===== src/rtl/gfc_pkg.sv =====
package gfc_pkg;

  // strobes and levels that the control side hands to the datapath
  typedef struct packed {
    logic clrCnt;
    logic gateOpen;
    logic modeDirect;
    logic pinSecond;
  } gfcCtrl_t;

  typedef enum logic [1:0] {
    ST_IDLE  = 2'd0,
    ST_ARMED = 2'd1,
    ST_GATE  = 2'd2
  } gfcState_t;

  localparam int TICK_W = 5;

  // finite window codes map to tick counts; bit 2 of the code means unlimited
  function automatic logic [TICK_W-1:0] windowTicks(input logic [1:0] code);
    logic [TICK_W-1:0] t;
    case (code)
      2'd0:    t = 5'd1;
      2'd1:    t = 5'd4;
      2'd2:    t = 5'd8;
      default: t = 5'd16;
    endcase
    return t;
  endfunction

endpackage


===== src/rtl/gfc_ctrl.sv =====
module gfc_ctrl
  import gfc_pkg::*;
(
  input  logic       clk,
  input  logic       rstN,
  input  logic       refTick,
  input  logic       regWe,
  input  logic [1:0] regAddr,
  input  logic [7:0] regWdata,
  output gfcCtrl_t   ctrlOut,
  output logic       busy,
  output logic [4:0] modeWord
);

  gfcState_t         state;
  logic [2:0]        winCode;
  logic              modeDirect;
  logic              pinSecond;
  logic [TICK_W-1:0] ticksLeft;

  logic writeMode, writeCtrl, startReq, clrReq, unlimited, finiteWrite;

  assign writeMode   = regWe && (regAddr == 2'd0);
  assign writeCtrl   = regWe && (regAddr == 2'd1);
  assign startReq    = writeCtrl && regWdata[1];
  assign clrReq      = writeCtrl && regWdata[0];
  assign unlimited   = winCode[2];
  assign finiteWrite = writeMode && !regWdata[2];

  // mode word: fully writable when idle, window field only to end an unlimited gate
  always_ff @(posedge clk or negedge rstN) begin
    if (!rstN) begin
      winCode    <= '0;
      modeDirect <= 1'b0;
      pinSecond  <= 1'b0;
    end else if (writeMode && state == ST_IDLE) begin
      winCode    <= regWdata[2:0];
      modeDirect <= regWdata[3];
      pinSecond  <= regWdata[4];
    end else if (finiteWrite && state == ST_GATE && unlimited) begin
      winCode    <= regWdata[2:0];
    end
  end

  // gate sequencing
  always_ff @(posedge clk or negedge rstN) begin
    if (!rstN) begin
      state     <= ST_IDLE;
      ticksLeft <= '0;
    end else begin
      case (state)
        ST_IDLE: begin
          if (startReq) begin
            state <= unlimited ? ST_GATE : ST_ARMED;
          end
        end
        ST_ARMED: begin
          if (refTick) begin
            state     <= ST_GATE;
            ticksLeft <= windowTicks(winCode[1:0]);
          end
        end
        ST_GATE: begin
          if (unlimited) begin
            if (finiteWrite) state <= ST_IDLE;
          end else if (refTick) begin
            if (ticksLeft == 5'd1) state <= ST_IDLE;
            ticksLeft <= ticksLeft - 5'd1;
          end
        end
        default: state <= ST_IDLE;
      endcase
    end
  end

  assign busy             = (state != ST_IDLE);
  assign ctrlOut.clrCnt   = clrReq;
  assign ctrlOut.gateOpen = (state == ST_GATE);
  assign ctrlOut.modeDirect = modeDirect;
  assign ctrlOut.pinSecond  = pinSecond;
  assign modeWord         = {pinSecond, modeDirect, winCode};


  start_busy_chk: assert property (@(posedge clk) disable iff (!rstN)
    (!busy && startReq) |=> busy);


  gate_needs_tick_chk: assert property (@(posedge clk) disable iff (!rstN)
    (ctrlOut.gateOpen && !$past(ctrlOut.gateOpen) && !$past(unlimited)) |-> $past(refTick));


  gate_close_chk: assert property (@(posedge clk) disable iff (!rstN)
    (ctrlOut.gateOpen && !unlimited && refTick && ticksLeft == 5'd1) |=> (!busy && !ctrlOut.gateOpen));


  open_hold_chk: assert property (@(posedge clk) disable iff (!rstN)
    (ctrlOut.gateOpen && unlimited && !writeMode) |=> ctrlOut.gateOpen);


  mode_hold_chk: assert property (@(posedge clk) disable iff (!rstN)
    busy |=> $stable(modeWord[4:3]));

endmodule


===== src/rtl/gfc_datapath.sv =====
module gfc_datapath
  import gfc_pkg::*;
#(
  parameter int CNT_W       = 16,
  parameter int SYNC_STAGES = 2
) (
  input  logic             clk,
  input  logic             rstN,
  input  gfcCtrl_t         ctrlIn,
  input  logic             fmIn,
  input  logic             amIn,
  output logic [CNT_W-1:0] countOut
);

  localparam int                NUM_IN  = 2;
  localparam logic [CNT_W-1:0]  CNT_MAX = {CNT_W{1'b1}};

  logic [NUM_IN-1:0] rawIn;
  logic [NUM_IN-1:0] riseEdge;

  assign rawIn = {amIn, fmIn};

  // synchronizer and rising-edge detector per input
  for (genvar gi = 0; gi < NUM_IN; gi++) begin : g_sync
    logic [SYNC_STAGES-1:0] syncChain;
    logic                   lastLevel;
    always_ff @(posedge clk or negedge rstN) begin
      if (!rstN) begin
        syncChain <= '0;
        lastLevel <= 1'b0;
      end else begin
        syncChain <= {syncChain[SYNC_STAGES-2:0], rawIn[gi]};
        lastLevel <= syncChain[SYNC_STAGES-1];
      end
    end
    assign riseEdge[gi] = syncChain[SYNC_STAGES-1] && !lastLevel;
  end

  logic selEdge;
  logic halfPhase;
  logic countHit;
  logic [CNT_W-1:0] cnt;

  assign selEdge  = (ctrlIn.modeDirect && ctrlIn.pinSecond) ? riseEdge[1] : riseEdge[0];
  assign countHit = ctrlIn.gateOpen && selEdge && (ctrlIn.modeDirect || halfPhase);

  always_ff @(posedge clk or negedge rstN) begin
    if (!rstN) begin
      cnt       <= '0;
      halfPhase <= 1'b0;
    end else if (ctrlIn.clrCnt) begin
      cnt       <= '0;
      halfPhase <= 1'b0;
    end else begin
      if (ctrlIn.gateOpen && selEdge && !ctrlIn.modeDirect) halfPhase <= !halfPhase;
      if (countHit && cnt != CNT_MAX) cnt <= cnt + 1'b1;
    end
  end

  assign countOut = cnt;


  clear_zero_chk: assert property (@(posedge clk) disable iff (!rstN)
    ctrlIn.clrCnt |=> (countOut == '0));


  closed_hold_chk: assert property (@(posedge clk) disable iff (!rstN)
    (!ctrlIn.gateOpen && !ctrlIn.clrCnt) |=> $stable(countOut));


  no_wrap_chk: assert property (@(posedge clk) disable iff (!rstN)
    (countOut == CNT_MAX && !ctrlIn.clrCnt) |=> (countOut == CNT_MAX));


  first_half_chk: assert property (@(posedge clk) disable iff (!rstN)
    (!ctrlIn.modeDirect && !halfPhase && !ctrlIn.clrCnt) |=> $stable(countOut));

endmodule


===== src/rtl/gated_freq_counter.sv =====
module gated_freq_counter
  import gfc_pkg::*;
#(
  parameter int CNT_W = 16
) (
  input  logic             clk,
  input  logic             rstN,
  input  logic             fmIn,
  input  logic             amIn,
  input  logic             refTick,
  input  logic             regWe,
  input  logic [1:0]       regAddr,
  input  logic [7:0]       regWdata,
  output logic [CNT_W-1:0] regRdata,
  output logic             busy,
  output logic [CNT_W-1:0] countValue
);

  gfcCtrl_t   ctrlBus;
  logic [4:0] modeWord;
  logic       busyInt;

  gfc_ctrl u_ctrl (
    .clk      (clk),
    .rstN     (rstN),
    .refTick  (refTick),
    .regWe    (regWe),
    .regAddr  (regAddr),
    .regWdata (regWdata),
    .ctrlOut  (ctrlBus),
    .busy     (busyInt),
    .modeWord (modeWord)
  );

  gfc_datapath #(.CNT_W(CNT_W), .SYNC_STAGES(2)) u_dp (
    .clk      (clk),
    .rstN     (rstN),
    .ctrlIn   (ctrlBus),
    .fmIn     (fmIn),
    .amIn     (amIn),
    .countOut (countValue)
  );

  always_comb begin
    regRdata = '0;
    case (regAddr)
      2'd0:    regRdata[4:0] = modeWord;
      2'd2:    regRdata[0]   = busyInt;
      2'd3:    regRdata      = countValue;
      default: regRdata      = '0;
    endcase
  end

  assign busy = busyInt;


  rd_busy_chk: assert property (@(posedge clk) disable iff (!rstN)
    (regAddr == 2'd2) |-> (regRdata[0] == busy));

endmodule


===== config.mk =====
export PLATFORM = sky130hd
export DESIGN_NAME = gated_freq_counter
export DESIGN_NICKNAME = d
export VERILOG_FILES = /design/src/rtl/gfc_pkg.sv /design/src/rtl/gfc_ctrl.sv /design/src/rtl/gfc_datapath.sv /design/src/rtl/gated_freq_counter.sv
export SDC_FILE = /design/constraint.sdc
export NUM_CORES = 1
export LEC_CHECK = 0
export BUFFER_PORTS_ARGS = -buffer_cell sky130_fd_sc_hd__buf_2
export CORE_MARGIN = 3
export CORE_UTILIZATION = 53
export CTS_CLUSTER_SIZE = 16
export DETAILED_ROUTE_END_ITERATION = 8
export GPL_TIMING_DRIVEN = 0
export HOLD_SLACK_MARGIN = 0.02
export PLACE_DENSITY_LB_ADDON = 0.1
export SYNTH_ARGS = -nofsm -noshare
export SYNTH_HDL_FRONTEND = slang
export SYNTH_HIERARCHICAL = 1
export SYNTH_SLANG_ARGS = --single-unit

===== constraint.sdc =====
create_clock -name clk -period 2.2 [get_ports clk]
set_input_delay 0.44 -clock clk [delete_from_list [all_inputs] [get_ports clk]]
set_output_delay 0.44 -clock clk [all_outputs]
set_load 0.03 [all_outputs]

## After elaboration in Yosys (flattened, before gate mapping)

Cells that the tools add are included.

- Add/sub/neg operators: 2
- Equal/unequal tests: 16
- Mux-type cells: 23
- Reductions and logical operators: 31

Operators by type and width:

| kind | number |
|---|---|
| two-way mux 16 bit | 2 |
| adder 16 x 1 -> 16 bit (second input constant) | 1 |
| != test 16 bit (second input constant) | 1 |
| logical AND 1 bit | 15 |
| two-way mux 5 bit | 3 |
| one-hot mux 5 bit (3 select lines) | 1 |
| two-way mux 2 bit | 7 |
| two-way mux 11 bit | 1 |
| one-hot mux 5 bit (2 select lines) | 1 |
| nonzero test 2 bit | 5 |
| != test 3 bit (second input constant) | 3 |
| == test 2 bit (second input constant) | 4 |
| one-hot mux 4 bit (2 select lines) | 1 |
| == test 2 x 1 -> 1 bit (second input constant) | 3 |
| logical NOT 2 bit | 3 |
| two-way mux 3 bit | 2 |
| != test 2 bit (second input constant) | 3 |
| one-hot mux 2 bit (3 select lines) | 1 |
| == test 5 x 1 -> 1 bit (second input constant) | 1 |
| logical NOT 1 bit | 5 |
| AND reduction 5 bit | 1 |
| subtractor 5 x 1 -> 5 bit (second input constant) | 1 |
| AND reduction 4 bit | 1 |
| two-way mux 1 bit | 3 |
| other kinds (3) | 3 |

- Register bits: 35
- Bits of input ports: 16
- Output and inout bits: 33
- Word-level logic and storage cells: 83

## Longest topological paths before layout

Gate-level depths: netlist of the first run.

- Word-level depth: 8
- Depth in mapped cells: 8
- Mapped depth without buffers: 7

## Modules after synthesis

Netlist of the first run, hierarchy kept.

By module, submodules not included:

| module | times used | cells an instance | area an instance (um^2) | sequential area each (um^2) |
|---|---|---|---|---|
| gfc_datapath | 1 | 102 | 1,081.0 | 575.6 |
| gfc_ctrl | 1 | 77 | 803.3 | 300.3 |
| gated_freq_counter | 1 | 28 | 203.9 | 0.0 |

## Least setup slack after synthesis of the first run

OpenSTA, ideal clock, no wires.

- Path kind: register to register
- Start: reg u_dp.cnt[0] (netlist: u_dp/countOut[0])
- End: reg u_dp.cnt[13] (netlist: u_dp/countOut[13])
- Setup time: 0.078 ns
- Arrival: 1.977 ns
- Required time: 2.122 ns
- Path slack: 0.145 ns
- Cell stages (with the launch flop): 9
- Buffers on the path: 1
- Clock period less this slack: 2.055 ns
- Cell sequence: dfrtp_1 > ha_1 > and2_1 > and3_1 > clkbuf_2 > nand4_4 > nand3_4 > or3_1 > a21oi_1

- Cells in the longest elaborated chain, start to end: 3
- Elaborated cells on any way between the ends: 6
- Classes of those cells: add/sub: 1; eq/ne: 1; mux: 2; reduce/logical: 2

Ends and longest elaborated chain:

| what | RTL line | RTL |
|---|---|---|
| start: declaration | gfc_datapath.sv:42 | `logic [CNT_W-1:0] cnt;` |
| start signal: assignment | gfc_datapath.sv:56 | `if (countHit && cnt != CNT_MAX) cnt <= cnt + 1'b1;` |
| adder 16 x 1 -> 16 bit / != test 16 bit (equally long branches) | gfc_datapath.sv:56 |  |
| two-way mux 16 bit / logical AND 1 bit (equally long branches) | gfc_datapath.sv:56 |  |
| two-way mux 16 bit / nonzero test 2 bit (equally long branches) | - |  |

Parallel ways exist; a longest one is shown, timed or not. The select of a mux whose other input is x is not followed.
A chain may end at the register's enable or synchronous reset.

## Final worst setup path of the first run

Ends and elaborated chain as after synthesis.

==> impl_metrics.ini, run 1 <==
[yosys]
syn_inst = 207
ys_warn_count = 6
yosysSeqAreaShare = 0.419
ys_ff_latch = 35
synthesis.area_mm2 = 0.00209
synth.distinct_cells = 54
synthFlopType = dfrtp_1
syn-mean-instance-area_um2 = 10.1
synth_edf_count = 0
async_flop_share = 1.00
syn_nets = 230

[cells_and_area]
finalNetCount = 286
drive_above_1_share = 0.364
fin_util = 0.676
layout_commonest_cell = buf_2
final_cell_mix = buf_2, dfrtp_1, nor2_1
n_fill_cell = 316
antenna_cells = 0
area_delta_synth_final_pct = 20.4

[routing]
drt_wl_total_mm = 4.39
firstDrtPassIters = 4
drcViolationCount = 0
route.vias.total = 1738
wl_per_cell_um = 14.1
viasPerCell = 5.57
drt.antenna.violating_nets = 0
drt-initial-drc-count = 108

[clock_network]
cts_sinks = 35
cts_tree = done
cts_buffer_depth = 2
clk_pin_slew_ns = 0.07
cts_made_buffers = 5
h-tree-depth = 2
clockRootBuffer = clkbuf_8
holdBufCountCts = 0
clock_latency_ns = 0.28

[worst_setup_path]
slowest_stage = dfrtp_2
arrival_ns = 2.31
end_kind = flop
worstPathRequired_ns = 2.41
crit_type = flop to flop
startpoint_type = flop
critPathLaunch = u_dp/countOut[0]
r2r-start = u_dp/countOut[0]
crit_chain = ha_1 > and2_1 > and3_1 > clkbuf_2 > nand4_4 > nand3_4 > or3_1 > a21oi_1
cp_max_fo = 9
critPathMaxStageDelay_ns = 0.45

[power_and_ir_drop]
p_leak_nw = 1.24
ir_drop_v = 0.000643
powerDensity_mw_per_mm2 = 885

[floorplan]
fp.dieArea_mm2 = 0.00473
io_pins = 49
die_w_um = 68.8
fp.coreArea_mm2 = 0.00372
dieHeight_um = 68.8
initial_core_util = 0.562
placementRows = 22

[sta]
rsz0062_at_grt = yes
hold_slack_ns = 0.221
final-hold-violation-count = 0
final.min_clock_period_ns = 2.10
fin_crit_sh = 0.953
slew-limit-headroom = 0.497
drv_slew = 0
finalSetupViolations = 0
worst_slew_pin_slew_ns = 0.755
skew_ns = 0.00812
setup_slack_ns = 0.103
max_freq_mhz = 477

[grt]
grt_use_total = 0.196
grt_pass1_wl_mm = 6.84
antenna_found_initial = 0
grt-ovfl-total = 0
grt_max_degree = 36
grt_pass1_vias = 1465

[run_status]
outcome = finished clean

[place]
post-dp-hpwl_mm = 3.26
routabilityCongestion = 0.939
dpl_worst_slack_ns = 0.0307
port_buffers = 44

[worst_hold_path]
hold_path_class = input port to async pin

[flow_run]
maxCapViolCount = 0
critical path: cells and delay by family (launching register included):
| kind | cells | cell delay [ns] |
|---|---|---|
| simple gates | 5 | 1.05 |
| compound gates | 1 | 0.14 |
| buf+inv | 1 | 0.16 |
| fa+ha+maj | 1 | 0.22 |
| flops | 1 | 0.45 |
where the power goes:
group / total (W) / internal, W / switching (W)
combinational: 0.000834 / 0.000381 / 0.000453
sequential: 0.000953 / 0.000784 / 0.000168
clock: 0.000439 / 0.000216 / 0.000223
sequential cells by signal, summed over array words and instances (netlist names):
signal,count
u_ctrl/winCode,3
u_ctrl/ticksLeft,5
u_ctrl/modeDirect,1
u_dp/g_sync.syncChain,4
u_ctrl/state,2
u_dp/g_sync.lastLevel,2
u_ctrl/pinSecond,1
u_dp/countOut,16
u_dp/halfPhase,1
per-layer routing:
layer,GRT usage,vias to the layer above,part of all wire
met4,0.0803,0,0.013
li1,-,858,-
met5,0,-,0
met3,0.0389,4,0.045
met2,0.302,37,0.46
met1,0.268,839,0.48
kinds of logic (layout without fill, tap and decap cells):
| group | Yosys count | count (layout) | synth area share |
|---|---|---|---|
| AOI/OAI and AO/OA | 39 | 39 | 0.137 |
| xor gates and xnor gates | 11 | 11 | 0.0461 |
| adders and majority gates | 7 | 7 | 0.0419 |
| buffers and inverters | 20 | 77 | 0.0503 |
| DFF | 35 | 35 | 0.419 |
| muxes | 5 | 5 | 0.0264 |
| and+or+nand+nor | 90 | 90 | 0.279 |
cell usage after synthesis (2+ instances only):
master / n / area (um^2)
dfrtp_1: 35 / 876
nor2_1: 19 / 71.3
and2_2: 11 / 82.6
xor2_1: 10 / 87.6
a21oi_1: 8 / 40.0
nand3_1: 8 / 40.0
ha_1: 7 / 87.6
o21ai_0: 7 / 35.0
and3_1: 6 / 37.5
nand2_1: 6 / 22.5
a22oi_1: 5 / 37.5
buf_4: 5 / 37.5
clkbuf_1: 5 / 18.8
inv_1: 5 / 18.8
nand4_1: 5 / 31.3
mux2_1: 4 / 45.0
nand2b_1: 4 / 25.0
nor3b_1: 4 / 30.0
or3_1: 4 / 25.0
nor2b_1: 3 / 18.8
nor3_1: 3 / 15.0
o221ai_1: 3 / 26.3
a32oi_1: 2 / 17.5
and4_4: 2 / 22.5
and4b_1: 2 / 20.0
clkbuf_2: 2 / 10.0
o221a_2: 2 / 22.5
o22a_1: 2 / 17.5
o2bb2ai_1: 2 / 17.5
or2_2: 2 / 12.5
path summary, 6_finish.rpt:
check	to	slack [ns]	cells past startpoint
max	u_dp/countOut[13]	0.10	8
min	u_dp/countOut[15]	0.22	1
max reg2reg	u_dp/countOut[13]	0.10	8
min reg2reg	u_dp/g_sync[0].syncChain[1]	0.35	0
max in group asynchronous	u_ctrl/state[0]	1.45	1
min in group clk	u_dp/g_sync[1].syncChain[0]	0.26	1
area by class of cell:
| type | count | area, um^2 | area share |
|---|---|---|---|
| multi-input cells | 152 | 1110 | 0.443 |
| flip-flops and latches | 35 | 878 | 0.349 |
| repair buffers | 49 | 260 | 0.104 |
| plain buffers | 14 | 96.3 | 0.0383 |
| clock buffers | 5 | 68.8 | 0.0274 |
| well taps | 48 | 60.1 | 0.0239 |
| inverters | 6 | 22.5 | 0.00896 |
| clock inverters | 3 | 15.0 | 0.00597 |
per-stage QoR:
stage	cells	setup TNS [ns]	instance area (um^2)	total power [W]
floorplan	207	0	2090	0.00151
global placement	299	0	2370	0.00172
detailed placement	299	0	2370	0.00174
CTS	307	0	2460	0.00219
global route	312	-0.0127	2510	0.00238
finish	312	0	2510	0.00223
what timing repair did:
action	4_1_cts	5_1_grt
gates resized for setup	3	12
hold endpoints to repair	0	0
setup endpoints to repair	1	12
pin swaps	0	2
setup buffers	0	5
No activity file was read; power rests on OpenSTA's default activity.
==> run 2: changes to the inputs <==
--- a/config.mk
+++ b/config.mk
@@ -8,6 +8,7 @@
 export BUFFER_PORTS_ARGS = -buffer_cell sky130_fd_sc_hd__buf_2
 export CORE_MARGIN = 3
 export CORE_UTILIZATION = 53
+export CTS_CLUSTER_DIAMETER = 50
 export CTS_CLUSTER_SIZE = 16
 export DETAILED_ROUTE_END_ITERATION = 8
 export GPL_TIMING_DRIVEN = 0
==> constraint.sdc (replaced) <==
create_clock -name clk -period 2.2 [get_ports clk]
set_input_delay 0.66 -clock clk [delete_from_list [all_inputs] [get_ports clk]]
set_output_delay 0.66 -clock clk [all_outputs]
set_load 0.03 [all_outputs]
==> run 2 against run 1 <==
Against the previous run:
- the run now ends with negative setup slack left
- clock-buffer cell count unchanged
- sequential cell count did not move
- sequential share of layout area shrank 0.65 points
- clock skew increased by 0.00056 ns
- first-iteration DRC count grew 14%
- non-clock buffer count grew 1
- clock power barely moved
- sequential power hardly changed
- die area is the same
- via count up 1.2%
- critical endpoint is now regRdata[0]
==> impl_metrics.ini, run 2 (same netlist as run 1, synthesis figures left out) <==
[worst_setup_path]
critPathLaunch = regAddr[1]
r2r-start = u_dp/countOut[0]
startpoint_type = input port
critical_path.top_delay_family = buffers and inverters
critPathMaxStageDelay_ns = 0.24
end_kind = output port
cp_max_fo = 7
crit_chain = clkbuf_4 > inv_1 > ha_2 > a222oi_1 > nor2_1 > buf_4
crit_type = input port to output port
worstPathRequired_ns = 1.54
arrival_ns = 1.56
path_buf_inv = 3
slowest_stage = a222oi_1

[sta]
setup_slack_ns = -0.0160
skew_ns = 0.00868
drv_slew = 0
fin_crit_sh = 1.01
slew-limit-headroom = 0.499
worst_slew_pin_slew_ns = 0.752
max_freq_mhz = 451
finalSetupViolations = 1
rsz0062_at_grt = yes
final.min_clock_period_ns = 2.22
final-hold-violation-count = 0

[place]
port_buffers = 44
place_inst = 299
routabilityCongestion = 0.939
post-dp-hpwl_mm = 3.26
place_area_mm2 = 0.00237

[routing]
drcViolationCount = 0
route.vias.total = 1758
firstDrtPassIters = 4
wl_per_cell_um = 14.4
drt_wl_total_mm = 4.52
drt.antenna.violating_nets = 0
drt-initial-drc-count = 123
viasPerCell = 5.62

[cells_and_area]
fin_util = 0.688
final_cell_mix = buf_2, dfrtp_1, nor2_1
drive_above_1_share = 0.374
layout_commonest_cell = buf_2
area_delta_synth_final_pct = 22.5
fin_area_mm2 = 0.00256
multiInputGateArea_mm2 = 0.00113
finalNetCount = 287
layout.cells.non_filler = 313
largest_reg_flops = 16
antenna_cells = 0
n_fill_cell = 307
regArea_um2 = 877

[power_and_ir_drop]
power_frac_seq = 0.424
p_comb_frac = 0.381
swShare = 0.379
powerDensity_mw_per_mm2 = 880
switchingPower_w = 0.000854
p_clk_frac = 0.195
p_leak_nw = 1.25
intPower_w = 0.00140
ir_drop_v = 0.000647

[clock_network]
cts_made_buffers = 5
cts_buffer_depth = 2
cts_sinks = 35
cts_tree = done
clk_pin_slew_ns = 0.06
h-tree-depth = 2
clock_latency_ns = 0.28
clockRootBuffer = clkbuf_8

[flow_run]
maxCapViolCount = 0

[floorplan]
initial_core_util = 0.562
fp.dieArea_mm2 = 0.00473
placementRows = 22
io_pins = 49
die_w_um = 68.8
dieHeight_um = 68.8
fp.coreArea_mm2 = 0.00372

[grt]
grt_pass1_wl_mm = 7.00
antenna_found_initial = 0
grt_use_total = 0.201
grt_pass1_vias = 1472
grt-ovfl-total = 0
grt_max_degree = 36

[worst_hold_path]
min-delay-start = u_dp/g_sync[0].syncChain[0]
hold_path_class = flop to flop

[run_status]
outcome = finished, violations left
violations = negative setup slack
==> run 2: path summary, 6_finish.rpt <==
check                                              end  slack (ns)  depth (start not counted)
max in group asynchronous             u_dp/countOut[0]        1.24                          1
min                        u_dp/g_sync[0].syncChain[1]        0.35                          0
min reg2reg                u_dp/g_sync[0].syncChain[1]        0.35                          0
min in group asynchronous            u_dp/countOut[15]        0.44                          1
max                                        regRdata[0]       -0.02                          6
max reg2reg                          u_dp/countOut[13]        0.10                          8
==> run 2: metrics by stage <==
step / hold slack, ns / setup TNS, ns / total power [W] / worst slack [ns]
after CTS: 0.355 / -0.0691 / 0.00224 / -0.0691
after detailed placement: 0.340 / -1.75 / 0.00174 / -0.174
after global routing: 0.359 / -0.149 / 0.00241 / -0.149
after floorplan: 0.331 / 0 / 0.00151 / 0.0880
after global placement: 0.333 / -1.45 / 0.00172 / -0.135
final: 0.350 / -0.0160 / 0.00225 / -0.0160
==> run 2: repair_timing <==
action | CTS | global route
buffers inserted | 4 | 2
gates cloned | 0 | 0
gates resized for setup | 13 | 12
endpoints found under the setup margin | 11 | 26
pin swaps | 2 | 2
hold buffers | 0 | 0
==> run 2: layout make-up <==
cell class | count | share of cell area
Sequential cell | 35 | 0.343
Buffer | 14 | 0.0411
Multi-Input combinational cell | 152 | 0.441
Timing Repair Buffer | 50 | 0.110
Clock buffer | 5 | 0.0269
Inverter | 6 | 0.00881
Clock inverter | 3 | 0.00587
Tap cell | 48 | 0.0235
==> run 2: routing by layer <==
layer	vias to the layer above	share of wire	GRT usage
met5	-	0	0
met4	0	0.013	0.0803
met3	6	0.040	0.0389
met2	35	0.47	0.309
met1	857	0.48	0.279
li1	860	-	-
==> run 2: power groups by stage <==
| stage | registers (W) | clock network (W) | logic [W] |
|---|---|---|---|
| finish | 0.000954 | 0.000440 | 0.000857 |
| global route | 0.000977 | 0.000487 | 0.000943 |
| CTS | 0.000952 | 0.000456 | 0.000832 |
| detailed placement | 0.000969 | 0 | 0.000769 |
| global placement | 0.000966 | 0 | 0.000756 |
| floorplan | 0.000976 | 0 | 0.000536 |
